## config.mk

```make
export PLATFORM = sky130hd
export DESIGN_NAME = spi_fill_master
export DESIGN_NICKNAME = d
export VERILOG_FILES = /design/src/rtl/spi_fill_master.sv
export SDC_FILE = /design/constraint.sdc
export NUM_CORES = 1
export LEC_CHECK = 0
export BUFFER_PORTS_ARGS = -buffer_cell sky130_fd_sc_hd__buf_2
export CAP_MARGIN = 10
export CORE_AREA = 4 4 122 124
export DETAILED_ROUTE_END_ITERATION = 8
export DIE_AREA = 0 0 126 128
export GPL_ROUTABILITY_DRIVEN = 0
export SLEW_MARGIN = 0
export SYNTH_ARGS = -nofsm -noshare
export SYNTH_HDL_FRONTEND = slang
export SYNTH_SLANG_ARGS = --single-unit
```

## constraint.sdc

```tcl
create_clock -name clk -period 7.61 [get_ports clk]
set_input_delay 1.1415 -clock clk [delete_from_list [all_inputs] [get_ports clk]]
set_output_delay 1.1415 -clock clk [all_outputs]
set_load 0.01 [all_outputs]
```

## src/rtl/spi_fill_master.sv

```systemverilog
`timescale 1ns/1ps
module spi_fill_master #(
  parameter int DEPTH = 4,
  parameter int DIVW  = 8
) (
  input  logic            clk,
  input  logic            rst_n,
  input  logic [DIVW-1:0] div_half,
  input  logic            tx_wr,
  input  logic [7:0]      tx_byte,
  output logic            tx_free,
  output logic            tx_idle,
  input  logic            rx_rd,
  output logic [7:0]      rx_byte,
  output logic            rx_valid,
  input  logic            cfg_wr,
  input  logic            cfg_auto,
  input  logic            cfg_busy_tok,
  output logic            sck,
  output logic            mosi,
  input  logic            miso,
  output logic            tx_underrun,
  output logic            rx_overrun
);
  localparam int AW = (DEPTH > 1) ? $clog2(DEPTH) : 1;
  localparam logic [AW:0]   FULL = (AW+1)'(DEPTH);
  localparam logic [AW-1:0] LAST = AW'(DEPTH - 1);

  function automatic logic [AW-1:0] nxt(input logic [AW-1:0] p);
    return (p == LAST) ? '0 : p + 1'b1;
  endfunction

  logic [7:0]      txq [DEPTH];
  logic [7:0]      rxq [DEPTH];
  logic [AW-1:0]   tx_wp, tx_rp, rx_wp, rx_rp;
  logic [AW:0]     tx_cnt, rx_cnt;
  logic            busy, sck_r, auto_en, fill_tok;
  logic [2:0]      bit_n;
  logic [DIVW-1:0] half_n, hterm;
  logic [7:0]      sh_tx, sh_rx, last_b;

  wire tx_empty   = (tx_cnt == '0);
  wire idle_now   = !busy && tx_empty;
  wire cfg_ok     = cfg_wr && idle_now;
  wire auto_go    = cfg_ok ? cfg_auto : auto_en;
  wire tok_go     = cfg_ok ? cfg_busy_tok : fill_tok;
  wire start_q    = !busy && !tx_empty;
  wire start_fill = idle_now && auto_go;
  wire push_tx    = tx_wr && (tx_cnt != FULL);
  assign hterm    = (div_half == '0) ? '0 : div_half - 1'b1;
  wire edge_t     = busy && (half_n == hterm);
  wire fall_last  = edge_t && sck_r && (bit_n == 3'd7);
  wire rx_full    = (rx_cnt == FULL);
  wire rx_push    = fall_last && !rx_full;
  wire rx_pop     = rx_rd && (rx_cnt != '0);

  assign tx_free  = (tx_cnt != FULL);
  assign tx_idle  = idle_now;
  assign rx_valid = (rx_cnt != '0);
  assign rx_byte  = rxq[rx_rp];
  assign sck      = sck_r;
  assign mosi     = sh_tx[7];

  always_ff @(posedge clk or negedge rst_n) begin
    if (!rst_n) begin
      tx_wp <= '0; tx_rp <= '0; tx_cnt <= '0;
      rx_wp <= '0; rx_rp <= '0; rx_cnt <= '0;
      busy <= 1'b0; sck_r <= 1'b0; bit_n <= '0; half_n <= '0;
      sh_tx <= '0; sh_rx <= '0; last_b <= 8'h00;
      auto_en <= 1'b0; fill_tok <= 1'b0;
      tx_underrun <= 1'b0; rx_overrun <= 1'b0;
    end else begin
      tx_underrun <= 1'b0;
      rx_overrun  <= fall_last && rx_full;
      if (cfg_ok) begin
        auto_en  <= cfg_auto;
        fill_tok <= cfg_busy_tok;
      end
      if (push_tx) begin
        txq[tx_wp] <= tx_byte;
        tx_wp <= nxt(tx_wp);
      end
      tx_cnt <= tx_cnt + (push_tx ? 1'b1 : 1'b0) - (start_q ? 1'b1 : 1'b0);
      if (start_q) begin
        sh_tx  <= txq[tx_rp];
        last_b <= txq[tx_rp];
        tx_rp  <= nxt(tx_rp);
      end else if (start_fill) begin
        sh_tx       <= tok_go ? 8'hFF : last_b;
        tx_underrun <= 1'b1;
      end
      if (start_q || start_fill) begin
        busy <= 1'b1; bit_n <= '0; half_n <= '0;
      end else if (busy) begin
        if (edge_t) begin
          half_n <= '0;
          if (!sck_r) begin
            sck_r <= 1'b1;
            sh_rx <= {sh_rx[6:0], miso};
          end else begin
            sck_r <= 1'b0;
            if (bit_n == 3'd7) busy <= 1'b0;
            else begin
              bit_n <= bit_n + 1'b1;
              sh_tx <= {sh_tx[6:0], 1'b0};
            end
          end
        end else half_n <= half_n + 1'b1;
      end
      if (rx_push) begin
        rxq[rx_wp] <= sh_rx;
        rx_wp <= nxt(rx_wp);
      end
      rx_cnt <= rx_cnt + (rx_push ? 1'b1 : 1'b0) - (rx_pop ? 1'b1 : 1'b0);
      if (rx_pop) rx_rp <= nxt(rx_rp);
    end
  end


  sck_busy_chk: assert property (@(posedge clk) disable iff (!rst_n) $rose(sck) |-> busy);

  mosi_hold_chk: assert property (@(posedge clk) disable iff (!rst_n) (sck && $past(sck)) |-> $stable(mosi));

  half_bound_chk: assert property (@(posedge clk) disable iff (!rst_n) busy |-> half_n <= hterm);

  tx_full_chk: assert property (@(posedge clk) disable iff (!rst_n) (tx_wr && !tx_free && busy) |=> !tx_free);

  idle_sck_chk: assert property (@(posedge clk) disable iff (!rst_n) sck |-> !tx_idle);

  overrun_full_chk: assert property (@(posedge clk) disable iff (!rst_n) rx_overrun |-> (rx_cnt == FULL || $past(rx_rd)));

  underrun_busy_chk: assert property (@(posedge clk) disable iff (!rst_n) tx_underrun |-> (busy && !sck));

  cfg_ignore_chk: assert property (@(posedge clk) disable iff (!rst_n) (cfg_wr && !tx_idle) |=> $stable(auto_en) && $stable(fill_tok));
endmodule

```

After elaboration in Yosys (flattened, before gate mapping)
Memory sizes are Yosys's and may differ from the RTL's.
Index checks and enable logic that the tools add are counted.
{"block": "op_classes", "addsub": 11, "n_mul": 0, "div": 0, "order_cmp": 0, "n_eq_ne": 9, "n_shift": 0, "n_mux": 39, "bitwise_logic": 2, "n_reduce_logical": 26}
{"cell": "8-bit 2-to-1 mux", "count": 12}
{"cell": "1-bit 2-to-1 mux", "count": 18}
{"cell": "3-bit 2-to-1 mux", "count": 5}
{"cell": "1-bit logical AND", "count": 13}
{"cell": "2-bit by 1-bit adder with 2-bit output, second input constant", "count": 4}
{"cell": "8-bit by 1-bit adder with 8-bit output, second input constant", "count": 1}
{"cell": "2-bit equality test, second input constant", "count": 4}
{"cell": "8-bit equality test", "count": 1}
{"cell": "8-bit zero test", "count": 1}
{"cell": "2-bit 2-to-1 mux", "count": 4}
{"cell": "4-bit AND reduction", "count": 2}
{"cell": "8-bit by 1-bit subtractor with 8-bit output, second input constant", "count": 1}
{"cell": "3-bit by 1-bit adder with 3-bit output", "count": 2}
{"cell": "3-bit equality test, second input constant", "count": 2}
{"cell": "2-bit nonzero test", "count": 3}
{"cell": "3-bit by 1-bit subtractor with 3-bit output", "count": 2}
{"cell": "3-bit by 1-bit adder with 3-bit output, second input constant", "count": 1}
{"cell": "1-bit zero test", "count": 3}
{"cell": "3-bit zero test", "count": 1}
{"cell": "3-bit != test, second input constant", "count": 1}
{"cell": "3-bit AND reduction", "count": 1}
{"cell": "3-bit nonzero test", "count": 1}
{"cell": "2-bit by 1-bit != test with 1-bit output, second input constant", "count": 1}
{"cell": "1-bit inverter", "count": 2}
{"cell": "1-bit logical OR", "count": 1}
{"block": "word_totals", "reg_bits": 55, "latchBits": 0, "mem_bits_rw": 64, "mem_bits_ro": 0, "inputBits": 24, "output_inout_bits": 15, "word_cells": 106, "mem_count": 2}
{"name": "rxq", "depth": 4, "width": 8, "rd": 1, "rd_clocked_by_memory_dff": 0, "write_ports": 1, "line_no": "34", "rtl": "logic [7:0] rxq [DEPTH];"}
{"name": "txq", "depth": 4, "width": 8, "rd": 1, "rd_clocked_by_memory_dff": 0, "write_ports": 1, "line_no": "33", "rtl": "logic [7:0] txq [DEPTH];"}

Longest topological paths before layout
Gate-level depths: netlist of the first run.
{"block": "depth", "depth_word": 12, "ltp_mapped": 15, "mapped_depth_nobuf": 14}

Least setup slack after synthesis of the first run
No wires, ideal clock.
{"block": "synth_timing", "path_kind": "in2reg", "startpoint": "input port div_half[0]", "endpoint": "register rx_cnt[2]", "setup_time_ns": 0.123, "arrival_time_ns": 4.349, "t_required_ns": 7.487, "setup_slack_ns": 3.138, "cell_stages": 15, "path_buffers": 1, "path_cell_list": "clkbuf_1 > inv_1 > ha_1 > or4b_4 > a2111oi_4 > o2bb2ai_2 > nand4_1 > or3_1 > a211oi_2 > inv_1 > ha_1 > inv_1 > ha_1 > fa_1 > xnor2_1"}
{"block": "synth_between", "elab_chain_cells": 10, "elab_cells_between_ends": 11, "classes_between": "add/sub: 3; eq/ne: 1; mux: 2; reduce/logical: 5"}
{"element": "start: declaration", "line_no": "8", "rtl": "input logic [DIVW-1:0] div_half,"}
{"element": "8-bit by 1-bit subtractor with 8-bit output or 8-bit zero test (tied branches)", "line_no": "50", "rtl": "assign hterm = (div_half == '0) ? '0 : div_half - 1'b1;"}
{"element": "8-bit 2-to-1 mux *", "line_no": "50"}
{"element": "8-bit equality test *", "line_no": "51", "rtl": "wire edge_t = busy && (half_n == hterm);"}
{"element": "1-bit logical AND *", "line_no": "51"}
{"element": "1-bit logical AND * (2 in series)", "line_no": "52", "rtl": "wire fall_last = edge_t && sck_r && (bit_n == 3'd7);"}
{"element": "1-bit logical AND *", "line_no": "54", "rtl": "wire rx_push = fall_last && !rx_full;"}
{"element": "1-bit 2-to-1 mux *", "line_no": "114", "rtl": "rx_cnt <= rx_cnt + (rx_push ? 1'b1 : 1'b0) - (rx_pop ? 1'b1 : 1'b0);"}
{"element": "3-bit by 1-bit adder with 3-bit output *", "line_no": "114"}
{"element": "3-bit by 1-bit subtractor with 3-bit output *", "line_no": "114"}
{"element": "end signal: assignment", "line_no": "114"}
{"element": "end: declaration", "line_no": "36", "rtl": "logic [AW:0] tx_cnt, rx_cnt;"}
Mark *: on every way between the ends. The rest lies on a longest branch, timed or not.
A chain may end at the register's enable or synchronous reset.

Worst setup path after layout of the first run
Ends and elaborated chain as after synthesis.

==> key figures, run 1 <==
Logic synthesis
  • Async SR Flop Fraction: 46.2%
  • Synth Instances: 387
  • Most common cell in the netlist: edfxtp_1
  • Yosys warning total: 0
  • Synth area leader: edfxtp_1
  • Syn nets: roughly 430
  • Synthesized area: 5440 µm²
  • Synth area leaders: edfxtp_1, dfrtp_1, mux4_2, ha_1, mux2_2
  • Post-synth EDFFs: 64
  • Sequential fraction of the synthesis area: between 60 and 70%
  • Main synth FF type: edfxtp_1
  • Mapped Avg Cell Area: 14.1 µm²
  • Cell variety after synth: 57
  • Synth top area share: 35.3%
  • Register bit total from synthesis: 119
  • Synth cell count leaders: edfxtp_1, dfrtp_1, inv_1

Layout
  • Area delta synth->final: 18.2%
  • Final core occ: 46.7%
  • Share of cells above drive strength 1: 26.5%
  • Final net count: 476
  • Ant diodes: 0

Critical path
  • Worst-path fanout max: 9
  • Crit path launch type: input pin
  • Crit path DAT: 4.66 ns
  • CP Capture Type: register
  • Reg2reg path depth: 12
  • Worst r2r src: half_n[0]
  • Worst r2r dst: rx_cnt[2]
  • Worst R2R Setup Slack: 4.13 ns
  • Worst Path Required: 7.90 ns
  • Crit Path Class: input pin to register

Power
  • Total power: 2.02 mW
  • Cell Pwr Density: 314 nW/µm²
  • Leakage Power: roughly 2.7 nW
  • Max VDD drop: 0.256 mV

Clocking
  • Clk buf depth: 2
  • H-tree depth: 4
  • Sink Count: 119
  • CTS clock-pin slew for the worst setup and hold paths: roughly 0.06 ns
  • Number of gates resized after CTS: 0
  • Root Buffer: clkbuf_16
  • CTS buffer count: 17
  • CTS tree: done
  • Clk_lat worst skew: slightly above 0.4 ns
  • Hold buffers post-CTS: 0
  • Post-CTS Setup Bufs: 0

STA
  • Setup TNS Final: 0 ns
  • Slew @ Worst Pin: between 0.7 and 0.8 ns
  • Fmax achieved: 0.229 GHz
  • Headroom to the max-slew limit: 46.9%
  • Final setup violating endpoints: 0
  • Max-slew violation count: 0
  • Final worst-path cycle share: 57.5%
  • Unrepaired setup endpoints after global routing: false
  • Clk_skew: 0.00861 ns
  • Tmin final: about 4.4 ns
  • Hold Vio Cnt, Final: 0

Worst hold path
  • Hold Crit Start: last_b[0]
  • Worst hold endpoint: last_b[0]
  • Hold Crit Class: register to register
  • Hold path depth: 1

Drt
  • WL/cell: 16.0 µm
  • Via Count: between 3000 and 4000
  • Final wirelength: approximately 10000 µm
  • Final ANT Viol Nets: 0
  • Initial drt markers: 214
  • DR pass1 iterations: 4
  • DRC: 0
  • Via-per-instance ratio: 5.17

GRT
  • Vias in the first global route: 3336
  • Top Usage Layer GRT: met2
  • Initial antenna violation count: 2
  • Overflow after GRT: 0
  • First-pass GRT wire length: ~17000 µm
  • Largest net degree at the start of global routing: between 60 and 70
  • Met1 GRT Util: 16.4%
  • Met2 usage: between 20% and 30%
  • Met3 Use GR: under 10%
  • Global-route usage over all layers: 13.3%

Job
  • Max-cap violations: 0

Floorplanning
  • Width of the die: around 130 µm
  • Core area: 13800 µm²
  • Initial Util: 39.5%
  • # IOs: 39
  • Std cell rows: 43
  • Die height: 128 µm
  • Die area: roughly 16000 µm²

Status
  • Status: finished clean

Placed design
  • Hpwl dp: roughly 6600 µm
  • I/O Buffers: 38
layer usage:
| layer | part of all wire, % | vias to the layer above |
|---|---|---|
| li1 | - | 1538 |
| met1 | 46 | 1619 |
| met2 | 48 | 54 |
| met3 | 3.5 | 17 |
| met4 | 1.7 | 4 |
| met5 | 0.26 | - |
report_power, final:
| part | leakage, nW | internal (mW) | switching, mW |
|---|---|---|---|
| clock | 0.299 | 0.548 | 0.291 |
| sequential | 1.29 | 0.767 | 0.110 |
| combinational | 1.12 | 0.162 | 0.140 |
how the worst max path moves through the flow:
stage / start / to / slack [ns] / cells after the start
global route: div_half[0] / rx_cnt[2] / 2.93 / 15
detailed placement: div_half[0] / rx_cnt[2] / 2.82 / 15
CTS: div_half[0] / rx_cnt[2] / 3.24 / 15
floorplan: div_half[0] / rx_cnt[2] / 3.14 / 15
finish: div_half[0] / rx_cnt[2] / 3.24 / 15
global placement: div_half[0] / rx_cnt[2] / 2.98 / 15
cells by family after synthesis:
logic type	share of synthesized area (%)
flops	60.6
simple gates	9.40
compound gates	8.95
mux	11.7
buf+inv	2.83
fa+ha+maj	4.87
xor+xnor	1.61
registers in the layout (all words and copies together) (netlist names), 3 cells and up:
name,cells
last_b,8
txq,32
rxq,32
sh_tx,8
rx_cnt,3
bit_n,3
half_n,8
tx_cnt,3
sh_rx,8
metrics by stage:
stage          hold slack (ns)  setup slack (ns)  std cells  instance area, µm²
3_3_place_gp             0.453              2.98        593                5800
4_1_cts                  0.473              3.24        625                6430
2_1_floorplan            0.444              3.14        387                5440
5_1_grt                  0.489              2.93        625                6430
6_report                 0.469              3.24        625                6430
3_5_place_dp             0.460              2.82        593                5800
area by class of cell:
cell class / count / area (µm²)
Fill cell: 1259 / 7340
Sequential cell: 119 / 3300
Multi-Input combinational cell: 231 / 1990
Clock buffer: 17 / 425
Tap cell: 180 / 225
Clock inverter: 15 / 205
Timing Repair Buffer: 39 / 198
Inverter: 24 / 90.1
worst max-delay path, stage by stage:
cell	delay (ns)
buf_2	0.16
inv_1	0.07
ha_1	0.22
nor4b_2	0.48
a22oi_1	0.18
o32ai_1	0.41
nand4_1	0.13
or3_1	0.37
a211oi_2	0.38
inv_1	0.09
ha_1	0.29
inv_1	0.04
ha_1	0.18
fa_1	0.39
xnor2_1	0.14
cell usage in the layout (no fill, tap or decap), types with 9 or more instances in the layout:
cell        n
a21o_1     13
a21oi_1    13
and2_1     10
and3_1      9
buf_2      38
clkbuf_16  17
dfrtp_1    55
edfxtp_1   64
ha_1       18
inv_1      24
mux2_2     14
mux4_2     16
nand2_1    23
nor2_1     18
o21ai_0    16
(Power assumes the default switching activity.)
==> inputs of run 2 (changes only) <==
clock period = 4.25 ns   (was 7.61 ns; I/O delays follow)
==> key figures, run 2 (synthesized netlist as in run 1, its figures left out) <==
GRT
  • Top Usage Layer GRT: met2
  • Met2 usage: just over 20%
  • Largest net degree at the start of global routing: 53
  • Initial antenna violation count: 0
  • First-pass GRT wire length: between 15000 and 20000 µm
  • Global-route usage over all layers: 13.1%
  • Met3 Use GR: 4.08%
  • Overflow after GRT: 0
  • Vias in the first global route: 3262
  • Met1 GRT Util: 17.3%

Drt
  • DRC: 0
  • Final wirelength: 9770 µm
  • Via Count: 3175
  • Via-per-instance ratio: 5.07
  • Final ANT Viol Nets: 0
  • Initial drt markers: 194
  • DR pass1 iterations: 4
  • WL/cell: approximately 16 µm

Placed design
  • Pre-CTS setup slack: 0.201 ns
  • Placed Area: 5810 µm²
  • Hpwl dp: 6660 µm
  • I/O Buffers: 38

Layout
  • Most common cell after layout, fill and taps aside: edfxtp_1
  • Share of cells above drive strength 1: between 20% and 30%
  • Final net count: 477
  • Commonest non-fill, non-tap cells in the layout: edfxtp_1, dfrtp_1, buf_2
  • Final Instance Area: between 6000 and 7000 µm²
  • Ant diodes: 0
  • Largest registers: rxq (32), txq (32)
  • Area delta synth->final: 16.8%

STA
  • Clk_skew: about 0.0096 ns
  • Fmax achieved: 0.274 GHz
  • Tmin final: between 3 and 4 ns
  • Slew @ Worst Pin: ~0.70 ns
  • Headroom to the max-slew limit: between 50% and 60%
  • Final setup violating endpoints: 0
  • Final worst-path cycle share: 85.9%
  • Setup TNS Final: 0 ns
  • Max-slew violation count: 0
  • Hold Vio Cnt, Final: 0
  • Unrepaired setup endpoints after global routing: false
  • Final WS setup: between 0.6 and 0.7 ns

Floorplanning
  • Initial Util: 39.5%
  • Std cell rows: 43
  • Die area: 16100 µm²
  • Core area: 13800 µm²
  • Width of the die: 126 µm
  • # IOs: 39
  • Die height: 128 µm

Critical path
  • Crit path DAT: 3.93 ns
  • Crit path launch type: input pin
  • Worst-path fanout max: 9
  • CP Capture Type: register
  • Worst Path Required: around 4.5 ns
  • Crit Path Class: input pin to register

Clocking
  • Clk_lat worst skew: about 0.40 ns
  • Number of gates resized after CTS: 0
  • Hold buffers post-CTS: 0
  • Sink Count: 119
  • CTS clock-pin slew for the worst setup and hold paths: 0.05 ns
  • Clk buf depth: 2
  • H-tree depth: 4
  • Root Buffer: clkbuf_16
  • Post-CTS Setup Bufs: 0
  • CTS tree: done
  • CTS buffer count: 17

Power
  • Total power: between 3 and 4 mW
  • Max VDD drop: about 0.36 mV
  • Cell Pwr Density: 539 nW/µm²
  • Leakage Power: between 2 and 3 nW

Worst hold path
  • Hold Crit Class: input pin to asynchronous set/reset pin

Status
  • Status: finished clean

Job
  • Max-cap violations: 0
==> run 2: per-layer routing <==
| metal | share of wire [%] | wire (µm) | vias up |
|---|---|---|---|
| met5 | 0 | 0 | - |
| met4 | 0.81 | 79 | 0 |
| met3 | 3.7 | 359 | 8 |
| met2 | 48 | 4710 | 54 |
| met1 | 47 | 4620 | 1568 |
| li1 | - | - | 1545 |
==> run 2: power by group <==
group | internal [mW] | switching (mW) | total, mW
Combinational | 0.290 | 0.248 | 0.538
Clock | 0.845 | 0.474 | 1.32
Sequential | 1.37 | 0.191 | 1.56
==> run 2: worst paths after layout <==
kind,start,end,slack (ns),cells after the start
setup / recovery,div_half[0],rx_cnt[2],0.60,15
hold / removal,rst_n,tx_wp[1],0.10,1
setup reg to reg,half_n[0],rx_cnt[2],1.01,12
hold reg to reg,last_b[1],last_b[1],0.47,1
max in group asynchronous,rst_n,half_n[6],3.20,2
min in group clk,tx_byte[7],txq[0][7],0.45,1
==> run 2: area by class of cell <==
| class | instances | area [µm²] |
|---|---|---|
| clock inverter | 13 | 113 |
| clock buffer | 19 | 433 |
| tap | 180 | 225 |
| timing repair buffer | 40 | 205 |
| multi-input combinational | 231 | 1990 |
| fill | 1222 | 7420 |
| sequential | 119 | 3300 |
| inverter | 24 | 90.1 |
==> run 2: stage by stage <==
step | hold slack, ns | util (%) | std cells
4_1_cts | 0.0933 | 46.1 | 626
5_1_grt | 0.0959 | 46.1 | 626
3_5_place_dp | 0.460 | 42.2 | 594
2_1_floorplan | 0.342 | - | 387
3_3_place_gp | 0.452 | 42.2 | 594
6_report | 0.102 | 46.1 | 626
==> run 2: critical path, stage by stage <==
cell and delay [ns]:
buf_2 0.16, inv_1 0.07, ha_1 0.23, nor4b_2 0.49, a22oi_1 0.17, o32ai_1 0.40
nand4_1 0.13, or3_1 0.37, a211oi_2 0.19, inv_1 0.07, ha_1 0.27, inv_1 0.04
ha_1 0.18, fa_1 0.38, xnor2_1 0.14
==> inputs of run 3 (changes only) <==
GPL_TIMING_DRIVEN = 0   (was not set)
RECOVER_POWER = 100   (was not set)
REMOVE_ABC_BUFFERS = 1   (was not set)
==> key figures, run 3 (synthesized netlist as in run 1, its figures left out) <==
Status
  • Failing checks: max-capacitance violations, max-slew violations
  • Status: complete, but fails checks

Layout
  • Area of the multi-input gates: around 2000 µm²
  • Most common cell after layout, fill and taps aside: edfxtp_1
  • Share of cells above drive strength 1: approximately 18%
  • Fill count: 1271
  • Sequential Area: roughly 3300 µm²
  • Area delta synth->final: 16.1%
  • Finished Layout Cells: about 630
  • Ant diodes: 0
  • Commonest non-fill, non-tap cells in the layout: edfxtp_1, dfrtp_1, clkbuf_1
  • Final net count: 476
  • Largest registers: rxq (32), txq (32)
  • Final Instance Area: 6320 µm²

Drt
  • DRC: 0
  • Final ANT Viol Nets: 0
  • Initial drt markers: 201
  • Via-per-instance ratio: 5.10
  • WL/cell: roughly 15 µm
  • Via Count: 3187
  • DR pass1 iterations: 4
  • Final wirelength: between 9000 and 10000 µm

Power
  • Max VDD drop: 0.373 mV
  • Cell Pwr Density: approximately 540 nW/µm²
  • Leakage Power: 2.57 nW

Clocking
  • Clk buf depth: 2
  • CTS clock-pin slew for the worst setup and hold paths: 0.06 ns
  • Post-CTS Setup Bufs: 0
  • Clk_lat worst skew: 0.40 ns
  • H-tree depth: 4
  • Root Buffer: clkbuf_16
  • Sink Count: 119
  • CTS buffer count: 17
  • CTS tree: done

Placed design
  • Hpwl dp: 6630 µm
  • I/O Buffers: 38
  • Placed Area: 5810 µm²
  • Cells after DPL: 593

Critical path
  • Delay-heaviest family, CP: adder cells
  • CP Cell Sequence: buf_2, inv_1, ha_1, or4b_4, a2111oi_4, o2bb2ai_2, nand4_1, or3_1, a211oi_2, inv_1, ha_1, inv_1, ha_1, fa_1, xnor2_1
  • Worst-path fanout max: 9
  • Crit path DAT: 4.15 ns
  • CP bufs+invs: 4
  • Crit Path Class: input pin to register
  • Crit path largest cell delay: 0.53 ns
  • Critical path's slowest cell: or4b_4
  • Worst Path Required: 4.54 ns
  • CP Capture Type: register
  • Crit path launch type: input pin

Worst hold path
  • Hold Crit Class: register to register

STA
  • Fmax achieved: 0.259 GHz
  • Setup TNS Final: 0 ns
  • Final setup violating endpoints: 0
  • Clk_skew: about 0.0085 ns
  • Headroom to the max-slew limit: -12.0%
  • Unrepaired setup endpoints after global routing: false
  • Final worst-path cycle share: about 91%
  • Tmin final: 3.86 ns
  • Hold Vio Cnt, Final: 0
  • Max-slew violation count: 66
  • Slew @ Worst Pin: between 1.5 and 2 ns

GRT
  • Largest net degree at the start of global routing: 35
  • First-pass GRT wire length: 16400 µm
  • Overflow after GRT: 0
  • Global-route usage over all layers: 12.8%
  • Vias in the first global route: 3289
  • Initial antenna violation count: 0

Floorplanning
  • Core area: between 10000 and 15000 µm²
  • # IOs: 39
  • Initial Util: between 30% and 40%
  • Die area: roughly 16000 µm²
  • Width of the die: 126 µm
  • Std cell rows: 43
  • Die height: 128 µm

Job
  • Max-cap violations: 2
[run 3: cell types whose count changed in the layout (fill, tap and decap cells not counted), moves of 4 or more]
cell      before  now
mux2_4         6    0
buf_2         38   14
clkinv_1       6    1
mux2_1         0    6
clkinv_4       0    4
and2_1        10    0
and2_0         0   10
clkbuf_1       2   25
[run 3: area by class of cell]
| class | count | share of cell area [%] |
|---|---|---|
| tap | 180 | 3.56 |
| multi-input combinational | 231 | 31.1 |
| clock inverter | 13 | 1.96 |
| clock buffer | 19 | 7.17 |
| sequential | 119 | 52.2 |
| timing repair buffer | 39 | 2.59 |
| inverter | 24 | 1.43 |
[run 3: what timing repair did]
item	CTS	global route
gates resized for setup	0	1
endpoints found under the setup margin	0	1
hold buffers	0	0
[run 3: through the flow]
step           worst slack (ns)  hold WS [ns]  power (mW)  utilization [%]
2_1_floorplan             0.482         0.342        1.95                -
3_3_place_gp            -0.0734         0.453        2.11             42.1
3_5_place_dp            -0.0967         0.461        2.14             42.2
4_1_cts                   0.325         0.308        3.50             46.4
5_1_grt                   0.143         0.476        3.63             45.9
6_report                  0.393         0.467        3.43             45.9
[run 3: worst reg2reg max path: cells and delay by family, from the launching register on]
kind / cells / cell delay (ns)
AOI/OAI and AO/OA: 3 / 0.81
xor gates and xnor gates: 1 / 0.14
buffers and inverters: 2 / 0.12
and+or+nand+nor: 3 / 0.99
adders and majority gates: 3 / 0.84
DFF: 1 / 0.46
[run 3: per-layer routing]
layer	routed length (µm)	up-vias	track usage (%)
met2	4540	53	20.4
met4	123	0	4.79
met5	0	-	0
met3	391	11	4.08
met1	4410	1573	16.5
li1	-	1550	-
[run 3: worst paths after layout]
kind                             start        end  slack [ns]  cells past startpoint
min reg2reg                  last_b[1]  last_b[1]        0.47                      1
max reg2reg                  half_n[0]  rx_cnt[2]        0.78                     12
min                          last_b[1]  last_b[1]        0.47                      1
min in group asynchronous        rst_n   tx_wp[1]        0.66                      1
max in group asynchronous        rst_n   bit_n[1]        1.33                      2
max                        div_half[0]  rx_cnt[2]        0.39                     15
[run 3: power breakdown]
part | internal (mW) | total (mW) | switching [mW]
registers | 1.37 | 1.56 | 0.188
clock network | 0.838 | 1.35 | 0.511
logic | 0.276 | 0.524 | 0.249
